[config.mk]
export PLATFORM = sky130hd
export DESIGN_NAME = uart_intr_ident
export DESIGN_NICKNAME = d
export VERILOG_FILES = /design/src/rtl/uart_intr_pkg.sv /design/src/rtl/uart_intr_ctrl.sv /design/src/rtl/uart_intr_datapath.sv /design/src/rtl/uart_intr_ident.sv
export SDC_FILE = /design/constraint.sdc
export NUM_CORES = 1
export LEC_CHECK = 0
export ABC_AREA = 1
export BUFFER_PORTS_ARGS = -buffer_cell sky130_fd_sc_hd__buf_2
export CAP_MARGIN = 20
export CORE_MARGIN = 4
export CORE_UTILIZATION = 25
export DETAILED_ROUTE_END_ITERATION = 16
export PLACE_DENSITY = 0.64
export SYNTH_ARGS = -nofsm -noshare
export SYNTH_HDL_FRONTEND = slang
export SYNTH_HIERARCHICAL = 1
export SYNTH_SLANG_ARGS = --single-unit
[constraint.sdc]
create_clock -name clk -period 1.7 [get_ports clk]
set_input_delay 0 -clock clk [delete_from_list [all_inputs] [get_ports clk]]
set_output_delay 0 -clock clk [all_outputs]
set_load 0.01 [all_outputs]
[src/rtl/uart_intr_pkg.sv]
package uart_intr_pkg;
  localparam logic [3:0] ID_NONE = 4'h1;
  localparam logic [3:0] ID_LINE = 4'h6;
  localparam logic [3:0] ID_TMO  = 4'hC;
  localparam logic [3:0] ID_RXD  = 4'h4;
  localparam logic [3:0] ID_THR  = 4'h2;
  localparam logic [3:0] ID_MDM  = 4'h0;

  localparam int EN_RXD  = 0;
  localparam int EN_THR  = 1;
  localparam int EN_LINE = 2;
  localparam int EN_MDM  = 3;

  localparam int NUM_SRC = 5;

  typedef struct packed {
    logic thrPend;
    logic ovrFlag;
    logic brkFlag;
  } ctrl_flags_t;
endpackage

[src/rtl/uart_intr_ctrl.sv]
module uart_intr_ctrl
  import uart_intr_pkg::*;
(
  input  logic        clk,
  input  logic        rst_n,
  input  logic [3:0]  ierVal,
  input  logic        thrEmpty,
  input  logic        thrWrite,
  input  logic        iirRead,
  input  logic        lsrRead,
  input  logic        overrunEvt,
  input  logic        breakEvt,
  input  logic [3:0]  curId,
  output ctrl_flags_t flags
);
  logic thrPend;
  logic prevThrEn;
  logic prevThrEmpty;
  logic enChange;
  logic emptyRise;
  logic readHit;
  logic [1:0] stickyEvt;
  logic [1:0] stickyQ;

  assign enChange  = ierVal[EN_THR] != prevThrEn;
  assign emptyRise = thrEmpty && !prevThrEmpty;
  assign readHit   = iirRead && (curId == ID_THR);

  always_ff @(posedge clk) begin
    if (!rst_n) begin
      thrPend      <= 1'b0;
      prevThrEn    <= 1'b0;
      prevThrEmpty <= 1'b1;
    end else begin
      prevThrEn    <= ierVal[EN_THR];
      prevThrEmpty <= thrEmpty;
      if (thrWrite)       thrPend <= 1'b0;
      else if (enChange)  thrPend <= ierVal[EN_THR] && thrEmpty;
      else if (emptyRise) thrPend <= 1'b1;
      else if (readHit)   thrPend <= 1'b0;
    end
  end

  // index 0: overrun, index 1: break
  assign stickyEvt = {breakEvt, overrunEvt};

  for (genvar g = 0; g < 2; g++) begin : gSticky
    always_ff @(posedge clk) begin
      if (!rst_n)            stickyQ[g] <= 1'b0;
      else if (stickyEvt[g]) stickyQ[g] <= 1'b1;
      else if (lsrRead)      stickyQ[g] <= 1'b0;
    end
  end

  assign flags.thrPend = thrPend;
  assign flags.ovrFlag = stickyQ[0];
  assign flags.brkFlag = stickyQ[1];

  assert_thrwr_clears_R10: assert property (@(posedge clk) disable iff (!rst_n)
    thrWrite |=> !flags.thrPend);

  assert_en_rearm_R10: assert property (@(posedge clk) disable iff (!rst_n)
    (enChange && ierVal[EN_THR] && thrEmpty && !thrWrite) |=> flags.thrPend);

  assert_iir_read_clear_R9: assert property (@(posedge clk) disable iff (!rst_n)
    (readHit && !thrWrite && !enChange && !emptyRise) |=> !flags.thrPend);

  assert_empty_rise_R11: assert property (@(posedge clk) disable iff (!rst_n)
    ($rose(thrEmpty) && !thrWrite && !enChange) |=> flags.thrPend);

  assert_lsr_clear_R12: assert property (@(posedge clk) disable iff (!rst_n)
    (lsrRead && !overrunEvt && !breakEvt) |=> (!flags.ovrFlag && !flags.brkFlag));
endmodule

[src/rtl/uart_intr_datapath.sv]
module uart_intr_datapath
  import uart_intr_pkg::*;
#(
  parameter int CNT_W = 5
) (
  input  logic             clk,
  input  logic             rst_n,
  input  logic [3:0]       ierVal,
  input  ctrl_flags_t      flags,
  input  logic             parityErr,
  input  logic             framingErr,
  input  logic             dataReady,
  input  logic             fifoEnable,
  input  logic [CNT_W-1:0] rxCount,
  input  logic [CNT_W-1:0] trigLevel,
  input  logic             timeoutPend,
  input  logic [3:0]       msrDelta,
  output logic [3:0]       idCode,
  output logic             irq
);
  logic anyLineErr;
  logic [NUM_SRC-1:0] req;        // index 0 is highest priority
  logic [3:0] srcCode [NUM_SRC];
  logic [3:0] idNext;

  assign anyLineErr = flags.ovrFlag || flags.brkFlag || parityErr || framingErr;

  assign req[0] = ierVal[EN_LINE] && anyLineErr;
  assign req[1] = ierVal[EN_RXD] && timeoutPend;
  assign req[2] = ierVal[EN_RXD] && dataReady && (!fifoEnable || (rxCount >= trigLevel));
  assign req[3] = ierVal[EN_THR] && flags.thrPend;
  assign req[4] = ierVal[EN_MDM] && (|msrDelta);

  assign srcCode[0] = ID_LINE;
  assign srcCode[1] = ID_TMO;
  assign srcCode[2] = ID_RXD;
  assign srcCode[3] = ID_THR;
  assign srcCode[4] = ID_MDM;

  always_comb begin
    idNext = ID_NONE;
    for (int i = NUM_SRC - 1; i >= 0; i--) begin
      if (req[i]) idNext = srcCode[i];
    end
  end

  always_ff @(posedge clk) begin
    if (!rst_n) begin
      idCode <= ID_NONE;
      irq    <= 1'b0;
    end else begin
      idCode <= idNext;
      irq    <= (idNext != ID_NONE);
    end
  end

  assert_line_first_R2: assert property (@(posedge clk) disable iff (!rst_n)
    (ierVal[EN_LINE] && (parityErr || framingErr || flags.ovrFlag || flags.brkFlag))
      |=> idCode == ID_LINE);

  assert_tmo_gate_R3: assert property (@(posedge clk) disable iff (!rst_n)
    !ierVal[EN_RXD] |=> (idCode != ID_TMO && idCode != ID_RXD));

  assert_rxd_nofifo_R4: assert property (@(posedge clk) disable iff (!rst_n)
    (ierVal == 4'b0001 && dataReady && !fifoEnable && !timeoutPend) |=> idCode == ID_RXD);

  assert_mdm_gate_R6: assert property (@(posedge clk) disable iff (!rst_n)
    !ierVal[EN_MDM] |=> idCode != ID_MDM);
endmodule

[src/rtl/uart_intr_ident.sv]
module uart_intr_ident
  import uart_intr_pkg::*;
#(
  parameter  int FIFO_DEPTH = 16,
  localparam int CNT_W      = $clog2(FIFO_DEPTH + 1)
) (
  input  logic             clk,
  input  logic             rst_n,
  input  logic [3:0]       ierVal,
  input  logic             fifoEnable,
  input  logic             dataReady,
  input  logic [CNT_W-1:0] rxCount,
  input  logic [CNT_W-1:0] trigLevel,
  input  logic             timeoutPend,
  input  logic             parityErr,
  input  logic             framingErr,
  input  logic             overrunEvt,
  input  logic             breakEvt,
  input  logic             lsrRead,
  input  logic             thrEmpty,
  input  logic             thrWrite,
  input  logic             iirRead,
  input  logic [3:0]       msrDelta,
  output logic [7:0]       iirVal,
  output logic             irq,
  output logic [3:0]       lsrErr
);
  ctrl_flags_t flags;
  logic [3:0]  idCode;

  uart_intr_ctrl u_ctrl (
    .clk        (clk),
    .rst_n      (rst_n),
    .ierVal     (ierVal),
    .thrEmpty   (thrEmpty),
    .thrWrite   (thrWrite),
    .iirRead    (iirRead),
    .lsrRead    (lsrRead),
    .overrunEvt (overrunEvt),
    .breakEvt   (breakEvt),
    .curId      (idCode),
    .flags      (flags)
  );

  uart_intr_datapath #(.CNT_W(CNT_W)) u_dp (
    .clk         (clk),
    .rst_n       (rst_n),
    .ierVal      (ierVal),
    .flags       (flags),
    .parityErr   (parityErr),
    .framingErr  (framingErr),
    .dataReady   (dataReady),
    .fifoEnable  (fifoEnable),
    .rxCount     (rxCount),
    .trigLevel   (trigLevel),
    .timeoutPend (timeoutPend),
    .msrDelta    (msrDelta),
    .idCode      (idCode),
    .irq         (irq)
  );

  assign iirVal = {fifoEnable, fifoEnable, 2'b00, idCode};
  assign lsrErr = {flags.brkFlag, framingErr, parityErr, flags.ovrFlag};
endmodule

## Word-level counts from Yosys, hierarchy flattened

Index checks and enable logic that the tools add are counted.

- Add/subtract/negate cells: 0
- $lt $le $gt $ge: 1
- Muxes and demuxes: 11
- Multiply operators: 0
- Shift operators: 0
- Bitwise operators: 1
- Div/mod/pow operators: 0
- Reductions and logical operators: 20
- Equality and inequality tests: 3

Operators by type and width:

| kind | number |
|---|---|
| 1-bit logical AND | 9 |
| 4-bit 2-to-1 mux | 2 |
| 1-bit 2-to-1 mux | 7 |
| 5-bit >= comparator | 1 |
| 4-bit by 2-bit == test with 1-bit output, second input constant | 1 |
| 1-bit logical OR | 4 |
| 4-bit by 1-bit != test with 1-bit output, second input constant | 1 |
| 2-bit nonzero test | 2 |
| 4-bit OR reduction | 1 |
| 3-bit 2-to-1 mux | 1 |
| 3-bit nonzero test | 1 |
| 1-bit zero test | 2 |
| 2-bit 2-to-1 mux | 1 |
| 2-bit OR reduction | 1 |
| 1-bit != test | 1 |
| 1-bit inverter | 1 |

- Latch bits: 0
- Memory bits (writable): 0
- Logic and storage cells: 43
- Memory bits (read-only): 0
- Output and inout port bits: 13
- Bits of input ports: 31
- Memories: 0
- Flip-flop bits (word level): 10

## Logic depth before layout (Yosys ltp)

Gate-level depths: netlist (run 1).

- Word-level depth: 8
- Mapped depth: 12
- Gate-level depth less buffers: 12

## By module

The synthesis (run 1) kept the hierarchy.

Modules (own cells, without submodules):

| module | sequential area each (µm²) | times used | cells each | area an instance (µm²) |
|---|---|---|---|---|
| uart_intr_datapath | 100.1 | 1 | 54 | 346.6 |
| uart_intr_ctrl | 100.1 | 1 | 32 | 216.5 |
| uart_intr_ident | 0.0 | 1 | 7 | 48.8 |

## Least setup slack after synthesis (run 1)

OpenSTA, ideal clock, no wires.

- Path type: in2reg
- Start point: in trigLevel[2]
- End point: reg u_dp.irq
- Arrival: 0.810 ns
- Slack: 0.782 ns
- Required time: 1.592 ns
- Stages: 12
- Library setup time: 0.108 ns
- Buffers on the path: 0
- Cell sequence: inv_1 > ha_1 > nand2_1 > inv_1 > nand2_1 > nand2_1 > nand2_1 > nand2_1 > nand2_2 > nand4_1 > nand2_2 > inv_2

- Word-level cells in the longest chain between the ends: 7

RTL lines:

| element | line | text |
|---|---|---|
| start: declaration | uart_intr_ident.sv:13 | `input logic [CNT_W-1:0] trigLevel,` |
| 5-bit >= comparator | uart_intr_datapath.sv:30 | `assign req[2] = ierVal[EN_RXD] && dataReady && (!fifoEnable \|\| (rxCount >= trigLevel));` |
| 1-bit logical OR | uart_intr_datapath.sv:30 |  |
| 1-bit logical AND | uart_intr_datapath.sv:30 |  |
| 3-bit 2-to-1 mux | uart_intr_datapath.sv:43 | `if (req[i]) idNext = srcCode[i];` |
| 4-bit 2-to-1 mux (2 in series) | uart_intr_datapath.sv:43 |  |
| 4-bit by 1-bit != test with 1-bit output | uart_intr_datapath.sv:53 | `irq <= (idNext != ID_NONE);` |
| end signal: assignment | uart_intr_datapath.sv:53 |  |
| end: declaration | uart_intr_datapath.sv:19 | `output logic irq` |

No other way between the ends.
A chain may end at the register's enable or synchronous reset.

## Worst setup path in the final report (run 1)

- Start point: in thrEmpty
- End point: reg u_ctrl.prevThrEmpty

RTL lines:

| element | line | text |
|---|---|---|
| start: declaration | uart_intr_ident.sv:20 | `input logic thrEmpty,` |
| end signal: assignment | uart_intr_ctrl.sv:36 | `prevThrEmpty <= thrEmpty;` |
| end: declaration | uart_intr_ctrl.sv:18 | `logic prevThrEmpty;` |

No word-level cell between the ends.

==> results of run 1 <==
sequential cells by signal, indices dropped and copies added (netlist names):
name / count
u_dp/idCode: 4
u_dp/irq: 1
u_ctrl/thrPend: 1
u_ctrl/flags: 2
u_ctrl/prevThrEmpty: 1
u_ctrl/prevThrEn: 1
worst max-delay path: cells and delay by family:
family	cells	cell delay (ns)
simple gates	1	0.05
buf+inv	4	1.31
metrics by stage:
step | instances | hold slack (ns) | utilization [%] | total power, µW
final | 167 | 0.02784 | 39.97 | 610.7
after global routing | 167 | 0.04565 | 39.97 | 653.1
after CTS | 167 | 0.02127 | 39.97 | 622.7
after detailed placement | 156 | 0.2012 | 35.29 | 395.8
after global placement | 156 | 0.2001 | 35.29 | 391.7
after floorplan | 94 | 0.06884 | - | 342.7
cell families (layout without fill, tap and decap cells):
logic type	after synthesis	after routing	synth area share, %
compound gates	8	8	7.157
buf+inv	28	73	21.47
fa+ha+maj	5	5	10.22
simple gates	41	41	27.81
other cells	1	2	0.6129
flops	10	10	32.72
area by class of cell:
type	instances	share of cell area (%)
clock buffer	4	3.989
inverter	21	8.666
multi-input combinational	56	31.22
sequential	10	22.01
tap	28	3.851
timing repair buffer	48	30.26
cell usage in the layout (no fill, tap or decap), drive strengths merged:
master,instances
clkbuf,4
conb,2
nand2,24
nand4,1
inv,21
a21oi,8
dfxtp,10
nor2,11
nand3,5
ha,5
dlygate4sd3,7
buf,41
cell usage after synthesis:
library cell,count,area [µm²]
nand4_1,1,6.260
nor2_2,1,6.260
a21oi_1,7,35.03
dfxtp_1,10,200.2
nand3_1,5,25.02
inv_1,18,67.56
nand2_1,22,82.58
nor2_1,10,37.54
nand2_2,2,12.51
conb_1,1,3.750
ha_1,5,62.56
buf_4,7,52.55
a21oi_2,1,8.760
inv_2,3,11.26
routing by layer:
metal	part of all wire, %	vias to the layer above	wire length (µm)
met4	1.2	0	17
met5	0	-	0
met2	55	22	786
li1	-	360	-
met3	7.2	2	102
met1	36	289	512
power by group:
group          switching, µW  leakage, µW  internal [µW]
Sequential              7.37    0.0000833            250
Combinational           70.5     0.000448           73.4
Clock                   79.9    0.0000210            130
path summary, 6_finish.rpt:
check | startpoint | endpoint | slack, ns | depth (start not counted)
max | thrEmpty | u_ctrl/prevThrEmpty | 0.49 | 5
min | iirRead | u_ctrl/thrPend | 0.03 | 4
max reg2reg | u_ctrl/flags[0] | u_dp/irq | 0.78 | 6
min reg2reg | u_ctrl/thrPend | u_ctrl/thrPend | 0.47 | 2
==> out/qor.txt, run 1 <==
Status: finished, final reports clean
Total Routing Usage GR: 8.924%
MaxCap Viol Count: 0
GRT overflow: 0
Clock tree buffer depth: 2
Worst Path Arrival: 1.36 ns
# hold bufs at CTS: 7
Layout cells sized above 1: 37.41%
TNS Setup: 0 ns
Core Area: 2276 µm²
# Post-CTS Setup Buffers: 0
Final Skew: 0.002957 ns
Dpl cell area: 803.3 µm²
Worst-path maximum fanout: 3
H-Tree Level Count: 1
CTS-repair resized insts: 0
Worst VDD drop: 0.4196 mV
Worst hold path class: primary input to register
Crit Path Class: primary input to register
Pin count of the biggest net entering global routing: 8
Final Critical Period: 1.209 ns
Vias in the first global route: 637
Vias/cell: 4.030
Antenna Cells: 0
Avg Cell Area, Syn: 6.579 µm²
Gpl congestion: 0.7222
Worst skew pair latency: 0.26 ns
Worst setup EP type: register
Post-place setup slack: 0.6032 ns
Clk slew on worst S/H paths: 0.06 ns
Max Freq: 0.8270 GHz
CTS tree: done
Seq/Total Area, Yosys: 32.72%
Total CTS buffers: 3
DRC viols: 0
I/O Buffers: 41
Area added between synthesis and finish: 48.67%
Count of state elements after synthesis: 10
DR WL/cell: 8.491 µm
Met1 usage: 8.300%
Synth warn: 6
Area occupied by multi-input gates: 284.0 µm²
Top Usage Layer GRT: met2
Synthesized instance count: 93
Largest stage delay, worst path: 0.56 ns
Die area: 3303 µm²
First-pass DRT Iterations: 4
Slew Viols, Final: 0
Crit-path cells: dlygate4sd3_1, buf_2, inv_1, nand2_1, dlygate4sd3_1
Core Rows: 17
Data required time of the worst path: 1.85 ns
Final wirelength: 1418 µm
Final Cell Area: 909.6 µm²
Filler instances: 250
Critical path launch point type: primary input
Final period utilization: 71.13%
First-pass GRT wire length: 2297 µm
HPWL after DPL: 1206 µm
Leakage: 0.0005520 µW
Met2 GRT Util: 17.26%
Synth unique cells: 14
Pwr per Cell Area: 671.4 nW/µm²
Most used cell, CP: dlygate4sd3_1
# nets final: 176
FF/Latch Area: 200.2 µm²
Endpoints failing hold: 0
Die Wd: 57.47 µm
RSZ-0062 raised after global routing: false
Clk root buf: clkbuf_4
Initial antenna violation count: 0
Routing usage on met3: 2.262%
Final setup viols: 0
Die span in y: 57.47 µm
Sink Count: 10
Via count: 673
Slowest CP cell: dlygate4sd3_1
I/O pins: 44
Post-synthesis cell area: 611.8 µm²
Drt initial violations: 3
Initial core utilization: 26.88%
Final antenna-violating net count: 0
Final setup margin: 0.4908 ns
No activity file was read; power rests on OpenSTA's default activity.
==> inputs of run 2 (changes only) <==
PLACE_DENSITY = 0.66   (was 0.64)
clock period = 1 ns   (was 1.7 ns; I/O delays follow)
==> out/qor.txt, run 2 (same netlist as run 1, synthesis figures left out) <==
Status: finished, final reports clean
H-Tree Level Count: 1
Final wirelength: 1340 µm
Area occupied by multi-input gates: 290.3 µm²
RSZ-0062 raised after global routing: false
GRT overflow: 0
Area added between synthesis and finish: 47.24%
Post-place setup slack: -0.09073 ns
Drt initial violations: 8
Clk root buf: clkbuf_4
DR WL/cell: 8.121 µm
Total CTS buffers: 3
CTS tree: done
Clock tree buffer depth: 2
Die Wd: 57.47 µm
Final hold slack: 0.01618 ns
Reg-to-reg critical path startpoint: u_ctrl/flags[0]
Fin cells: 165
Layout cells sized above 1: 38.69%
I/O pins: 44
Placed cell count: 156
MaxCap Viol Count: 0
Slew Viols, Final: 0
Final period utilization: 91.33%
Critical path launch point type: primary input
Data required time of the worst path: 1.17 ns
# nets final: 174
Core Rows: 17
Worst Path Arrival: 1.08 ns
Leakage: 0.0005457 µW
TNS Setup: 0 ns
Power consumption: 1036 µW
Top reg by flops: u_dp/idCode
Antenna Cells: 0
FF/Latch Area: 200.2 µm²
Die span in y: 57.47 µm
Register-to-register setup slack: 0.10 ns
Worst VDD drop: 0.8211 mV
First-pass GRT wire length: 2152 µm
Pin count of the biggest net entering global routing: 8
DRC viols: 0
Final antenna-violating net count: 0
Worst-path maximum fanout: 5
First-pass DRT Iterations: 4
Vias in the first global route: 584
Hold Crit Start: ierVal[2]
Total Routing Usage GR: 8.376%
Worst Reg-to-Reg Cells: 6
HPWL after DPL: 1170 µm
Endpoints failing hold: 0
Final Skew: 0.001468 ns
End of the worst register-to-register path: u_dp/irq
Gpl congestion: 0.6473
Clk slew on worst S/H paths: 0.06 ns
Final setup viols: 0
I/O Buffers: 41
Worst skew pair latency: 0.26 ns
Worst setup EP type: register
Core Area: 2276 µm²
# Post-CTS Setup Buffers: 0
WHS Path Cells: 4
Via count: 665
Initial antenna violation count: 0
Hold Crit Endpoint: u_dp/idCode[3]
Most frequent cells in the layout: 40 x buf_2, 21 x nand2_1, 18 x inv_1
Max Freq: 1.095 GHz
Sink Count: 10
Die area: 3303 µm²
Commonest non-fill, non-tap cell in the layout: buf_2
Final setup margin: 0.08673 ns
Final Critical Period: 0.9133 ns
Pwr per Cell Area: 1150 nW/µm²
Filler instances: 239
Max reg flops: 4
Crit Path Class: primary input to register
Vias/cell: 4.030
Initial core utilization: 26.88%
Worst hold path class: primary input to register
-- run 2: cell types whose count changed in the layout (fill, tap and decap cells not counted), sizes merged --
cell	previous run	this run
dlygate4sd3	7	6
buf	41	40
-- run 2: layer usage --
| layer | share of wire [%] | wire, µm | global-route usage [%] |
|---|---|---|---|
| met1 | 35 | 472 | 7.373 |
| met2 | 54 | 726 | 15.65 |
| met3 | 11 | 141 | 4.072 |
| met4 | 0 | 0 | 3.974 |
| met5 | 0 | 0 | 0 |
-- run 2: power by group --
| part | internal [µW] | leakage [µW] | switching [µW] | total (µW) |
|---|---|---|---|---|
| logic | 123 | 0.000441 | 119 | 242 |
| clock network | 221 | 0.0000210 | 136 | 357 |
| registers | 424 | 0.0000833 | 12.5 | 437 |
| total | 768 | 0.000546 | 268 | 1040 |
-- run 2: timing repair --
action | CTS | global route
endpoints found under the hold margin | 5 | 0
gates resized for setup | 0 | 2
endpoints found under the setup margin | 0 | 2
hold buffers | 6 | 0
-- run 2: area by class of cell --
class,count,area share (%)
Inverter,21,8.750
Tap cell,28,3.889
Sequential cell,10,22.22
Clock buffer,4,4.028
Timing Repair Buffer,46,28.89
Multi-Input combinational cell,56,32.22
-- run 2: through the flow --
stage / instance area [µm²] / util, %
finish: 900.9 / 39.58
global route: 900.9 / 39.58
CTS: 899.6 / 39.53
floorplan: 615.6 / -
detailed placement: 803.3 / 35.29
global placement: 803.3 / 35.29
-- run 2: worst max-delay path by stage --
stage / from / endpoint / slack [ns] / depth (start not counted)
after global routing: ierVal[1] / u_dp/irq / 0.02 / 7
after detailed placement: rxCount[2] / u_dp/irq / -0.09 / 12
after CTS: ierVal[1] / u_dp/irq / 0.02 / 8
after global placement: rxCount[2] / u_dp/irq / -0.07 / 10
final: ierVal[1] / u_dp/irq / 0.09 / 7
after floorplan: trigLevel[2] / u_dp/irq / 0.08 / 12
-- run 2: worst max-delay path, stage by stage --
cell           delay, ns
dlygate4sd3_1       0.61
nand2_1             0.10
inv_1               0.06
a21oi_2             0.10
nand4_1             0.10
nand2_2             0.08
inv_2               0.03
